--- config.mk ---
export PLATFORM = sky130hd
export DESIGN_NAME = sar_ctrl
export DESIGN_NICKNAME = d
export VERILOG_FILES = /design/src/rtl/sar_pkg.sv /design/src/rtl/sar_start_gate.sv /design/src/rtl/sar_bit_seq.sv /design/src/rtl/sar_code_reg.sv /design/src/rtl/sar_ctrl.sv
export SDC_FILE = /design/constraint.sdc
export NUM_CORES = 1
export LEC_CHECK = 0
export BUFFER_PORTS_ARGS = -buffer_cell sky130_fd_sc_hd__buf_2
export CORE_AREA = 2 2 49 51
export DETAILED_ROUTE_END_ITERATION = 7
export DIE_AREA = 0 0 51 53
export PLACE_DENSITY = 0.73
export SYNTH_ARGS = -nofsm -noshare
export SYNTH_HDL_FRONTEND = slang
export SYNTH_SLANG_ARGS = --single-unit
export TNS_END_PERCENT = 30
--- constraint.sdc ---
create_clock -name clk -period 2.1 [get_ports clk]
set_clock_uncertainty 0.1 [all_clocks]
set_input_delay 0.21 -clock clk [delete_from_list [all_inputs] [get_ports clk]]
set_output_delay 0.21 -clock clk [all_outputs]
set_load 0.01 [all_outputs]
--- src/rtl/sar_pkg.sv ---
package sar_pkg;
  typedef enum logic {
    PH_IDLE   = 1'b0,
    PH_SEARCH = 1'b1
  } sar_phase_e;
endpackage

--- src/rtl/sar_start_gate.sv ---
module sar_start_gate (
  input  logic clk,
  input  logic rst_n,
  input  logic start_n,
  input  logic idle,
  output logic launch
);
  // Resets to "seen low" so a line held low through reset does not launch.
  logic start_prev;

  always_ff @(posedge clk or negedge rst_n) begin
    if (!rst_n) start_prev <= 1'b0;
    else        start_prev <= start_n;
  end

  assign launch = start_prev & ~start_n & idle;
endmodule

--- src/rtl/sar_bit_seq.sv ---
module sar_bit_seq #(
  parameter int WIDTH = 8
) (
  input  logic             clk,
  input  logic             rst_n,
  input  logic             launch,
  output logic [WIDTH-1:0] ptr,
  output logic             busy,
  output logic             last
);
  import sar_pkg::*;

  localparam logic [WIDTH-1:0] TOP_BIT = {1'b1, {(WIDTH-1){1'b0}}};

  sar_phase_e phase;

  always_ff @(posedge clk or negedge rst_n) begin
    if (!rst_n) begin
      phase <= PH_IDLE;
      ptr   <= '0;
    end else if (phase == PH_IDLE) begin
      if (launch) begin
        phase <= PH_SEARCH;
        ptr   <= TOP_BIT;
      end
    end else begin
      ptr <= ptr >> 1;
      if (ptr[0]) phase <= PH_IDLE;
    end
  end

  assign busy = (phase == PH_SEARCH);
  assign last = busy & ptr[0];
endmodule

--- src/rtl/sar_code_reg.sv ---
module sar_code_reg #(
  parameter int WIDTH = 8
) (
  input  logic             clk,
  input  logic             rst_n,
  input  logic             launch,
  input  logic [WIDTH-1:0] ptr,
  input  logic             last,
  input  logic             cmp_hi,
  output logic [WIDTH-1:0] trial,
  output logic [WIDTH-1:0] result
);
  logic [WIDTH-1:0] trial_nxt;

  // Per-bit update: decide the bit under test, raise the one just below it.
  for (genvar i = 0; i < WIDTH; i++) begin : g_bit
    if (i == WIDTH - 1) begin : g_top
      always_comb begin
        if (launch)      trial_nxt[i] = 1'b1;
        else if (ptr[i]) trial_nxt[i] = cmp_hi;
        else             trial_nxt[i] = trial[i];
      end
    end else begin : g_low
      always_comb begin
        if (launch)        trial_nxt[i] = 1'b0;
        else if (ptr[i])   trial_nxt[i] = cmp_hi;
        else if (ptr[i+1]) trial_nxt[i] = 1'b1;
        else               trial_nxt[i] = trial[i];
      end
    end
  end

  always_ff @(posedge clk or negedge rst_n) begin
    if (!rst_n) begin
      trial  <= '0;
      result <= '0;
    end else begin
      trial <= trial_nxt;
      if (last) result <= {trial[WIDTH-1:1], cmp_hi};
    end
  end
endmodule

--- src/rtl/sar_ctrl.sv ---
module sar_ctrl #(
  parameter int WIDTH = 8
) (
  input  logic             clk,
  input  logic             rst_n,
  input  logic             start_n,
  input  logic             cmp_hi,
  output logic [WIDTH-1:0] trial,
  output logic             busy,
  output logic             done,
  output logic [WIDTH-1:0] result
);
  logic             launch;
  logic             last;
  logic [WIDTH-1:0] ptr;

  sar_start_gate u_gate (
    .clk    (clk),
    .rst_n  (rst_n),
    .start_n(start_n),
    .idle   (~busy),
    .launch (launch)
  );

  sar_bit_seq #(.WIDTH(WIDTH)) u_seq (
    .clk   (clk),
    .rst_n (rst_n),
    .launch(launch),
    .ptr   (ptr),
    .busy  (busy),
    .last  (last)
  );

  sar_code_reg #(.WIDTH(WIDTH)) u_code (
    .clk   (clk),
    .rst_n (rst_n),
    .launch(launch),
    .ptr   (ptr),
    .last  (last),
    .cmp_hi(cmp_hi),
    .trial (trial),
    .result(result)
  );

  always_ff @(posedge clk or negedge rst_n) begin
    if (!rst_n) done <= 1'b0;
    else        done <= last;
  end
endmodule

Word level (Yosys, flattened, before mapping):

Index checks and enable logic that the tools add are counted.

* register bits after elaboration: 27
* input bits: 4
* output and inout port bits: 18

* mux-type cells: 28
* bitwise logic cells: 5
* reductions and logical operators: 9

Operator list (number)
* 1-bit 2-to-1 mux: 26
* 3-bit nonzero test: 7
* 8-bit 2-to-1 mux: 2
* 2-bit nonzero test: 2
* 1-bit AND: 3
* 1-bit NOT: 2

Longest topological paths before layout:

Gate-level depths: netlist of the first run.

* word-level depth: 5
* gate-level depth with buffers: 4

Hierarchy:

Synthesis of the first run repeated with hierarchy kept, for this count alone.

* cells, all modules: 85
* area total of the unflattened synthesis: 1079.8 µm²

Modules (own cells, without submodules)
* sar_code_reg: times used 1, cells each 49, area an instance 664.4 µm², sequential area each 400.4 µm²
* sar_bit_seq: times used 1, cells each 32, area an instance 352.8 µm², sequential area each 225.2 µm²
* sar_start_gate: times used 1, cells each 2, area an instance 33.8 µm², sequential area each 25.0 µm²
* sar_ctrl: times used 1, cells each 2, area an instance 28.8 µm², sequential area each 25.0 µm²

Worst setup path before layout of the first run:

No wires, ideal clock.

* kind: flip-flop to flip-flop
* start: register u_seq.phase (netlist: u_seq.busy)
* end: register u_code.result[0]
* setup time: 0.125 ns
* data arrival time: 0.972 ns
* required time: 1.875 ns
* setup slack: 0.903 ns
* stages on the path, launching flop included: 4
* buffers on the path: 1
* cell sequence: dfrtp_1 > buf_6 > nand2_4 > mux2_2

* word-level cells in the longest chain between the ends: 1

Ends and longest elaborated chain
* from (decl): line sar_bit_seq.sv:15 `sar_phase_e phase;`
* from (signal assigned): line sar_bit_seq.sv:19 `phase <= PH_IDLE;`
* from (signal assigned): line sar_bit_seq.sv:23 `phase <= PH_SEARCH;`
* from (signal assigned): line sar_bit_seq.sv:28 `if (ptr[0]) phase <= PH_IDLE;`
* 1-bit AND: line sar_bit_seq.sv:33 `assign last = busy & ptr[0];`
* to (signal assigned): line sar_code_reg.sv:39 `if (last) result <= {trial[WIDTH-1:1], cmp_hi};`
* to (decl): line sar_code_reg.sv:11 `output logic [WIDTH-1:0] result`

Every way passes these cells.
A chain may end at the register's enable or synchronous reset.

Final worst setup path of the first run:

* start: register u_seq.phase (netlist: u_seq.busy)
* end: output busy

RTL lines
* to (decl): line sar_ctrl.sv:9 `output logic busy,`

No word-level cell between the ends.

==> results of run 1 <==
registers in the layout, summed over array words and instances, names as in the netlist:
| signal | cells |
|---|---|
| u_seq.ptr | 8 |
| u_code.trial | 8 |
| done | 1 |
| u_code.result | 8 |
| u_seq.busy | 1 |
| u_gate.start_prev | 1 |
routing by layer:
| metal | share of wire | routed length, um | vias to the layer above | track usage |
|---|---|---|---|---|
| li1 | - | - | 349 | - |
| met1 | 0.47 | 783 | 336 | 0.2004 |
| met5 | 0 | 0 | - | 0 |
| met4 | 0.0083 | 14 | 0 | 0.08108 |
| met3 | 0.038 | 63 | 2 | 0.03390 |
| met2 | 0.49 | 817 | 14 | 0.2186 |
placed cells by master (no fill, tap or decap), types with 2 or more instances in the layout:
| master | count |
|---|---|
| mux2_2 | 8 |
| inv_1 | 2 |
| clkbuf_4 | 3 |
| nand2_1 | 7 |
| nand2b_1 | 6 |
| buf_2 | 21 |
| o21ai_0 | 6 |
| nor2b_1 | 9 |
| nor3_1 | 14 |
| dfrtp_1 | 27 |
| dlygate4sd3_1 | 2 |
power by group through the flow:
stage	registers (uW)	logic, uW	clock network, uW
after floorplan	1010	418	0
after global placement	970	666	0
after detailed placement	986	686	0
after CTS	972	691	222
after global routing	1010	761	250
final	971	676	209
stage by stage:
stage          utilization  worst slack [ps]  power, uW  cell area, um2  std cells
2_1_floorplan            -             902.9       1427            1074         87
3_3_place_gp        0.5574             711.8       1636            1197        134
3_5_place_dp        0.5574             671.8       1671            1197        134
4_1_cts             0.5795             504.8       1885            1245        140
5_1_grt             0.5795             420.3       2019            1245        140
6_report            0.5795             519.8       1856            1245        140
area by class of cell:
class                   count  area, um2  area share
flip-flops and latches     27      675.6      0.5427
multi-input cells          56      374.1      0.3005
repair buffers             23      125.1      0.1005
well taps                  28      35.03     0.02814
clock buffers               3      22.52     0.01809
inverters                   2      7.507    0.006030
clock inverters             1      5.005    0.004020
what timing repair did:
| item | CTS | global route |
|---|---|---|
| hold buffers | 2 | 0 |
| gates resized for setup | 0 | 0 |
| hold endpoints to repair | 28 | 0 |
cells by family (layout without fill, tap and decap cells):
family,after synthesis,count (layout),synth area share
and+or+nand+nor,38,38,0.2051
DFF,27,27,0.6294
AOI/OAI and AO/OA,10,10,0.05945
muxes,8,8,0.08392
buffers and inverters,4,29,0.02214
worst max path at each step:
stage	from	endpoint	slack, ps	cells after the start
2_1_floorplan	u_seq.busy	u_code.result[0]	900	3
3_3_place_gp	u_seq.busy	u_code.trial[5]	710	2
3_5_place_dp	u_seq.busy	u_code.result[0]	670	2
4_1_cts	u_seq.busy	busy	500	1
5_1_grt	u_seq.busy	busy	420	1
6_report	u_seq.busy	busy	520	1
==> results.md, run 1 <==
* Status: completed
* Synth warn at 0
* Vias per Instance at 5.007
* Die X at around 51 um
* Dominant cell type by area after synthesis: dfrtp_1
* IO buf count at 21
* Final GP Congestion at 0.7442
* First-pass GRT wire length at 2.815 mm
* Detailed-placement wirelength estimate at 1.178 mm
* Final setup fails at 0
* Clk root buf: clkbuf_4
* Synth Flop Type: dfrtp_1
* Clk pin slew, worst setup/hold paths at 130 ps
* Remaining DRCs at 0
* Remaining global-route overflow at 0
* Number of diodes at 0
* CP top delay family: flip-flops
* Vias in the first global route at between 600 and 700
* Post-synth EDFFs at 0
* Combinational power share at 0.364
* HP Start: cmp_hi
* Clock Power Share at 0.113
* Hold/Removal Path Class: in2reg
* Clk_lat worst skew at 310 ps
* Crit-path slowest cell: dfrtp_1
* Synthesized flop and latch total at 27
* FFs w/ async S/R, synth at 1.000
* Synth cell types at 16
* R2r setup slk at 650 ps
* Avg Cell Area, Syn at approximately 12 um2
* Floorplan row count at 17
* Buf+Inv Stages, Crit Path at 1
* Routed length per instance at between 10 and 15 um
* Psw at 660.3 uW
* Most common cell in the synthesized netlist: dfrtp_1
* Nets at 117
* Worst r2r src: u_seq.busy
* FILL cells at 178
* Most frequent cells after synthesis: dfrtp_1, nor3_1, nor2b_1, mux2_2, nand2_1
* CP Max Fanout at 19
* Post-CTS Setup Bufs at 0
* Slew headroom at 0.6135
* P_leak at ~0.00059 uW
* Reg2Reg Capture Point: u_code.trial[4]
* Setup TNS at 0 ps
* CTS sink count at 27
* CP Capture Type: primary output
* Die H at 53 um
* Top Ports at 22
* Register-to-Register Path Depth at 2
* DRT Pass-1 Iters at 4
* Switching share of power at 0.3558
* H-Tree Level Count at 1
* Hold EP: u_code.trial[2]
* Fin crit period at 1580 ps
* Crit path DAT at 1270 ps
* Cell Area, Synth at 1074 um2
* DRT antenna net count at 0
* CTS tree: yes
* Final hold slack at 158.8 ps
* Via count at about 700
* Cell internal pwr at 1195 uW
* F_max at 632.8 MHz
* Kind of critical path: reg2out
* Hold Fails Final Rpt at 0
* Worst setup SP type: flip-flop
* Largest net degree at the start of global routing at 28
* Initial antenna violation count at 0
* Initial Util at 0.4997
* CP required at 1790 ps
* Syn Inst Count at 87
* Share of cells above drive strength 1 at 0.3214
* Slowest stage delay, CP at between 700 and 800 ps
* Drt initial violations at 9
* Area Growth Syn to Fin at 15.97%
* Pwr dens at 1491 nW/um2
* Synth top area cells: dfrtp_1, mux2_2, nor3_1
* Sequential area share after synthesis at 0.6294
* Total track usage at 0.1476
* Seq pwr share at 0.523
* Fin. max-slew vios at 0
* VDD IR max at 759.4 uV
* Clock buffer count from CTS at 3
* Period utilisation layout at 0.7525
* Post-synth top area share at 0.6294
* Crit-path cells: buf_2
* Worst hold stages at 3
* Syn Nets at 91
* RSZ-0062 raised after global routing: false
* Worst-Margin Slew at 579.8 ps
* Drt total wl at 1.679 mm
* Max clock buf depth at 2
* Die area at 2703 um2
* Core Area at 2148 um2
* Max Cap Viol at 0
No activity file was read; power rests on OpenSTA's default activity.
==> run 2: changes to the inputs <==
Settings changed: ABC_AREA set to 1.
Clock period 2.1 ns to 1.49 ns, I/O delays scaled along.
==> results.md, run 2 <==
* Syn Inst Count at 113 (+30%)
* Remaining DRCs at 0 (unchanged)
* P_leak at 0.0006708 uW (+13%)
* CP Max Fanout at 11 (-8)
* F_max at 714.4 MHz
* Remaining global-route overflow at 0 (unchanged)
* VDD IR max at 1064 uV (+40%)
* DRT antenna net count at 0 (unchanged)
* Nets at 144 (+23%)
* Area of placed instances at 1186 um2 (-0.94%)
* Vias per Instance at 4.886 (-2.4%)
* Number of diodes at 0 (unchanged)
* Clk pin slew, worst setup/hold paths at 140 ps (about the same)
* Via count at 816 (+16%)
* Synth cell types at 14 (-2)
* Worst setup SP type: flip-flop
* Initial antenna violation count at 0 (unchanged)
* Post-synth EDFFs at 0 (unchanged)
* First-pass GRT wire length at 3.360 mm (+19%)
* CTS tree: yes
* Crit-path cells: buf_2
* Fin crit period at 1400 ps
* Detailed-placement wirelength estimate at 1.330 mm (+13%)
* RSZ-0062 raised after global routing: false
* Most common cell in the synthesized netlist: nand2_1
* Highest-count cells in the layout ignoring fill and taps: nand2_1, dfrtp_1, buf_2
* Register-to-Register Path Depth at 4 (+2)
* Period utilisation layout at 0.9394
* Final setup fails at 0 (unchanged)
* Post-route cell area at 1232 um2 (-1.0%)
* Clk root buf: clkbuf_4
* CP Capture Type: primary output
* Worst setup margin at 90.28 ps (-429.5 ps)
* Synth top area cells: dfrtp_1, nand2_1, nand3_1
* Hold-fix buffers, CTS at 2 (unchanged)
* Floorplan row count at 17 (unchanged)
* Crit-path slowest cell: dfrtp_1
* Setup TNS at 0 ps (unchanged)
* Most frequent cells after synthesis: nand2_1, dfrtp_1, nand3_1, nor2_1, nor3_1
* Largest net degree at the start of global routing at 28 (unchanged)
* Drt total wl at 1.951 mm (+16%)
* Total track usage at 0.1773 (+0.02965)
* Top Ports at 22 (unchanged)
* DP Worst Slack at 289.3 ps (-382.5 ps)
* Commonest non-fill, non-tap cell in the layout: nand2_1
* CTS sink count at 27 (unchanged)
* Max clock buf depth at 2 (unchanged)
* Total Power at 2331 uW (+26%)
* CP top delay family: flip-flops
* Max Cap Viol at 0 (unchanged)
* Cell Area, Synth at 1057 um2 (-1.5%)
* Routed length per instance at 11.68 um (-2.6%)
* Syn Nets at 117 (+29%)
* Synthesized flop and latch total at 27 (unchanged)
* Area Growth Syn to Fin at 16.57%
* Worst-Margin Slew at 570.8 ps (-8.942 ps)
* Dominant cell type by area after synthesis: dfrtp_1
* Die area at 2703 um2 (unchanged)
* Initial Util at 0.4921 (-0.007572)
* Post-CTS Setup Bufs at 0 (unchanged)
* Drt initial violations at 14 (+5)
* Slew headroom at 0.6195 (+0.005961)
* Post-Place Cells at 161 (+20%)
* Fin. max-slew vios at 0 (unchanged)
* Worst hold stages at 3 (unchanged)
* Crit path DAT at 1150 ps (-120 ps)
* Clock buffer count from CTS at 3 (unchanged)
* Fin cells at 167 (+19%)
* Clk_lat worst skew at 320 ps (about the same)
* Core Area at 2148 um2 (unchanged)
* Synth warn at 0 (unchanged)
* Kind of critical path: reg2out
* Slowest stage delay, CP at 620 ps (-100 ps)
* # resized after CTS at 0 (unchanged)
* DRT Pass-1 Iters at 4 (unchanged)
* Final GP Congestion at 0.7597 (+2.1%)
* CP required at 1240 ps (-550 ps)
* H-Tree Level Count at 1 (unchanged)
* Post-synth top area share at 0.6391 (+0.009683)
* FFs w/ async S/R, synth at 1.000 (unchanged)
* Hold Fails Final Rpt at 0 (unchanged)
* Avg Cell Area, Syn at 9.356 um2 (-24%)
* Synth Flop Type: dfrtp_1
* Status: completed
* Die H at 53 um (unchanged)
* Pwr dens at 1891 nW/um2 (+27%)
* Die X at 51 um (unchanged)
* Cell depth of the worst setup path at 1 (unchanged)
* Buf+Inv Stages, Crit Path at 1 (unchanged)
* Share of cells above drive strength 1 at 0.2086 (-0.1128)
* Largest registers: u_code.result: 8 flops, u_code.trial: 8 flops, u_seq.ptr: 8 flops
* IO buf count at 21 (unchanged)
* Vias in the first global route at 734 (+13%)
* Sequential area share after synthesis at 0.6391 (+0.009683)
* Hold/Removal Path Class: in2reg
## run 2: changes by cell type in the layout (fill, tap and decap cells not counted), sizes merged, moves of 2 or more
cell,before,now
nand2b,6,0
nor3,14,7
o21ai,6,2
a21oi,0,2
nor2b,9,0
inv,2,4
nand3,0,8
mux2,8,0
nor2,0,7
nand2,8,54
## run 2: cells by family after synthesis
family,count (synthesis),synth area share
simple gates,76,0.3089
compound gates,4,0.01894
flops,27,0.6391
buf+inv,6,0.03313
## run 2: power by group
part           internal [uW]  switching (uW)  total, uW
sequential              1000             228       1230
clock                    105             202        307
combinational            333             458        791
total                   1440             888       2330
## run 2: final cells by class
cell class	instances	area, um2
clock buffers	4	26.28
repair buffers	23	125.1
multi-input cells	80	346.6
inverters	5	23.77
fillers	198	915.9
flip-flops and latches	27	675.6
well taps	28	35.03
## run 2: stage by stage
stage	utilization	hold WS, ps
floorplan	-	-246.6
global placement	0.5521	75.21
detailed placement	0.5521	80.03
CTS	0.5737	90.52
global route	0.5737	110.0
finish	0.5737	96.47
## run 2: routing by layer
layer,share of wire,global-route usage,vias up
met1,0.46,0.2393,385
met4,0.018,0.1081,0
met2,0.48,0.2706,21
li1,-,-,406
met5,0,0,-
met3,0.041,0.02542,4
## run 2: worst paths after layout
path | end | slack (ps) | from
max | busy | 90 | u_seq.busy
min | u_code.result[0] | 100 | cmp_hi
max reg2reg | u_code.result[2] | 270 | u_seq.busy
min reg2reg | u_code.result[5] | 390 | u_code.result[5]
max in group asynchronous | u_seq.busy | 680 | rst_n
min in group asynchronous | u_code.result[3] | 230 | rst_n
==> run 3: changes to the inputs <==
==> constraint.sdc (replaced) <==
create_clock -name clk -period 1.49 [get_ports clk]
set_clock_uncertainty 0.1 [all_clocks]
set_input_delay 0.2235 -clock clk [delete_from_list [all_inputs] [get_ports clk]]
set_output_delay 0.2235 -clock clk [all_outputs]
set_load 0.01 [all_outputs]
==> results.md, run 3 (synthesis gave the netlist of run 2 again) <==
* Status: completed
* Highest-count cells in the layout ignoring fill and taps: nand2_1, dfrtp_1, buf_2
* GRT met3 Usage at 0.02542 (unchanged)
* Critical Path End: busy
* Switching share of power at 0.3815 (+0.0006631)
* Remaining DRCs at 0 (unchanged)
* FILL cells at 200 (+1.0%)
* Reg area at 676.9 um2 (+0.19%)
* Max clock buf depth at 2 (unchanged)
* Share of cells above drive strength 1 at 0.2158 (+0.007194)
* Slew headroom at 0.6185 (-0.0009210)
* CTS tree: yes
* CP Max Fanout at 11 (unchanged)
* Die area at 2703 um2 (unchanged)
* Drt total wl at 1.970 mm (+0.97%)
* H-Tree Level Count at 1 (unchanged)
* Floorplan row count at 17 (unchanged)
* Pwr dens at 1895 nW/um2 (+0.22%)
* Global routing usage on met1 at 0.2393 (unchanged)
* Die X at 51 um (unchanged)
* Register-to-Register Path Depth at 4 (unchanged)
* Clock buffer count from CTS at 3 (unchanged)
* Top Ports at 22 (unchanged)
* Fin. max-slew vios at 0 (unchanged)
* Area Growth Syn to Fin at 16.69%
* Clk root buf: clkbuf_4
* Period utilisation layout at 0.9060 (-0.03339)
* CTS sink count at 27 (unchanged)
* Final hold slack at 173.8 ps (+77.35 ps)
* Remaining global-route overflow at 0 (unchanged)
* Number of diodes at 0 (unchanged)
* Final setup fails at 0 (unchanged)
* Post-CTS Setup Bufs at 0 (unchanged)
* Setup TNS at 0 ps (unchanged)
* P_leak at 0.0006704 uW (about the same)
* Clock Power Share at 0.133 (about the same)
* Detailed-placement wirelength estimate at 1.330 mm (unchanged)
* Die H at 53 um (unchanged)
* Vias in the first global route at 734 (unchanged)
* Seq pwr share at 0.529 (about the same)
* Max Cap Viol at 0 (unchanged)
* Worst setup SP type: flip-flop
* Crit-path slowest cell: dfrtp_2
* Combinational power share at 0.338 (about the same)
* Clk_lat worst skew at 320 ps (about the same)
* CP startpoint: u_seq.busy
* Total track usage at 0.1773 (unchanged)
* DRT Pass-1 Iters at 5 (+1)
* F_max at 740.8 MHz (+3.7%)
* CP Capture Type: primary output
* Routed length per instance at 11.80 um (+0.97%)
* Commonest non-fill, non-tap cell in the layout: nand2_1
* Cell depth of the worst setup path at 1 (unchanged)
* VDD IR max at 1006 uV (-5.4%)
* First-pass GRT wire length at 3.360 mm (unchanged)
* DP Worst Slack at 289.3 ps (unchanged)
* Crit path DAT at 1030 ps (-120 ps)
* Met2 Use GR at 0.2706 (unchanged)
* Worst setup margin at 140.0 ps (+49.75 ps)
* Largest registers: u_code.result: 8 flops, u_code.trial: 8 flops, u_seq.ptr: 8 flops
* Via count at 820 (+0.49%)
* Buf+Inv Stages, Crit Path at 1 (unchanged)
* Initial antenna violation count at 0 (unchanged)
* GRT busiest layer: met2
* Worst r2r src: u_seq.busy
* Cell internal pwr at 1446 uW (+0.22%)
* Hold/Removal Path Class: in2reg
* Worst-Margin Slew at 572.2 ps (+1.382 ps)
* Multi-input gate area at 346.6 um2 (unchanged)
* IO buf count at 21 (unchanged)
* Psw at 892.1 uW (+0.50%)
* Reg2Reg Capture Point: u_code.trial[3]
* Kind of critical path: reg2out
* Slowest stage delay, CP at 530 ps (-90 ps)
* Nets at 144 (unchanged)
* Hold Fails Final Rpt at 0 (unchanged)
* RSZ-0062 raised after global routing: false
* DRT antenna net count at 0 (unchanged)
* Largest net degree at the start of global routing at 28 (unchanged)
* Clk pin slew, worst setup/hold paths at 140 ps (about the same)
* Fin crit period at 1350 ps (-49.75 ps)
* R2r setup slk at 380 ps (+110 ps)
* Core Area at 2148 um2 (unchanged)
* Vias per Instance at 4.910 (+0.49%)
* Crit-path cells: buf_2
* Initial Util at 0.4921 (unchanged)
* CP top delay family: flip-flops
* Final GP Congestion at 0.7597 (unchanged)
* CP required at 1170 ps (-70 ps)
* Drt initial violations at 13 (-1)
-- run 3: changes by cell type in the layout (fill, tap and decap cells not counted) --
cell,change
dfrtp_2,+1
dfrtp_1,-1
-- run 3: area by class of cell --
type                       count  share of cell area
timing repair buffer          23              0.1014
tap                           28             0.02840
multi-input combinational     80              0.2809
sequential                    27              0.5487
clock buffer                   4             0.02130
inverter                       5             0.01927
-- run 3: timing repair --
| action | 4_1_cts | 5_1_grt |
|---|---|---|
| resized for setup | 0 | 1 |
| endpoints found under the hold margin | 28 | 0 |
| endpoints found under the setup margin | 0 | 1 |
| hold buffers | 2 | 0 |
-- run 3: power by group through the flow --
stage                     registers [uW]  clock network [uW]  logic [uW]
after floorplan                     1310                   0         416
final                               1240                 311         791
after CTS                           1230                 323         811
after global routing                1280                 353         921
after detailed placement            1240                   0         805
after global placement              1230                   0         784
-- run 3: worst min-delay path by stage --
stage / startpoint / to / slack [ps] / cells past startpoint
after global routing: cmp_hi / u_code.result[0] / 180 / 3
after CTS: cmp_hi / u_code.result[0] / 170 / 3
after global placement: rst_n / u_code.result[1] / 150 / 1
after detailed placement: rst_n / u_code.result[1] / 150 / 1
final: cmp_hi / u_code.result[0] / 170 / 3
after floorplan: rst_n / done / -170 / 0
-- run 3: through the flow --
stage | util | instances | total power (uW) | instance area (um2)
6_report | 0.5743 | 167 | 2338 | 1234
5_1_grt | 0.5743 | 167 | 2557 | 1234
4_1_cts | 0.5737 | 167 | 2364 | 1232
3_5_place_dp | 0.5521 | 161 | 2048 | 1186
3_3_place_gp | 0.5521 | 161 | 2018 | 1186
2_1_floorplan | - | 113 | 1724 | 1057
-- run 3: per-layer routing --
metal | part of all wire | vias to the layer above
met4 | 0.020 | 0
met1 | 0.46 | 383
met3 | 0.043 | 6
li1 | - | 405
met2 | 0.48 | 26
met5 | 0 | -
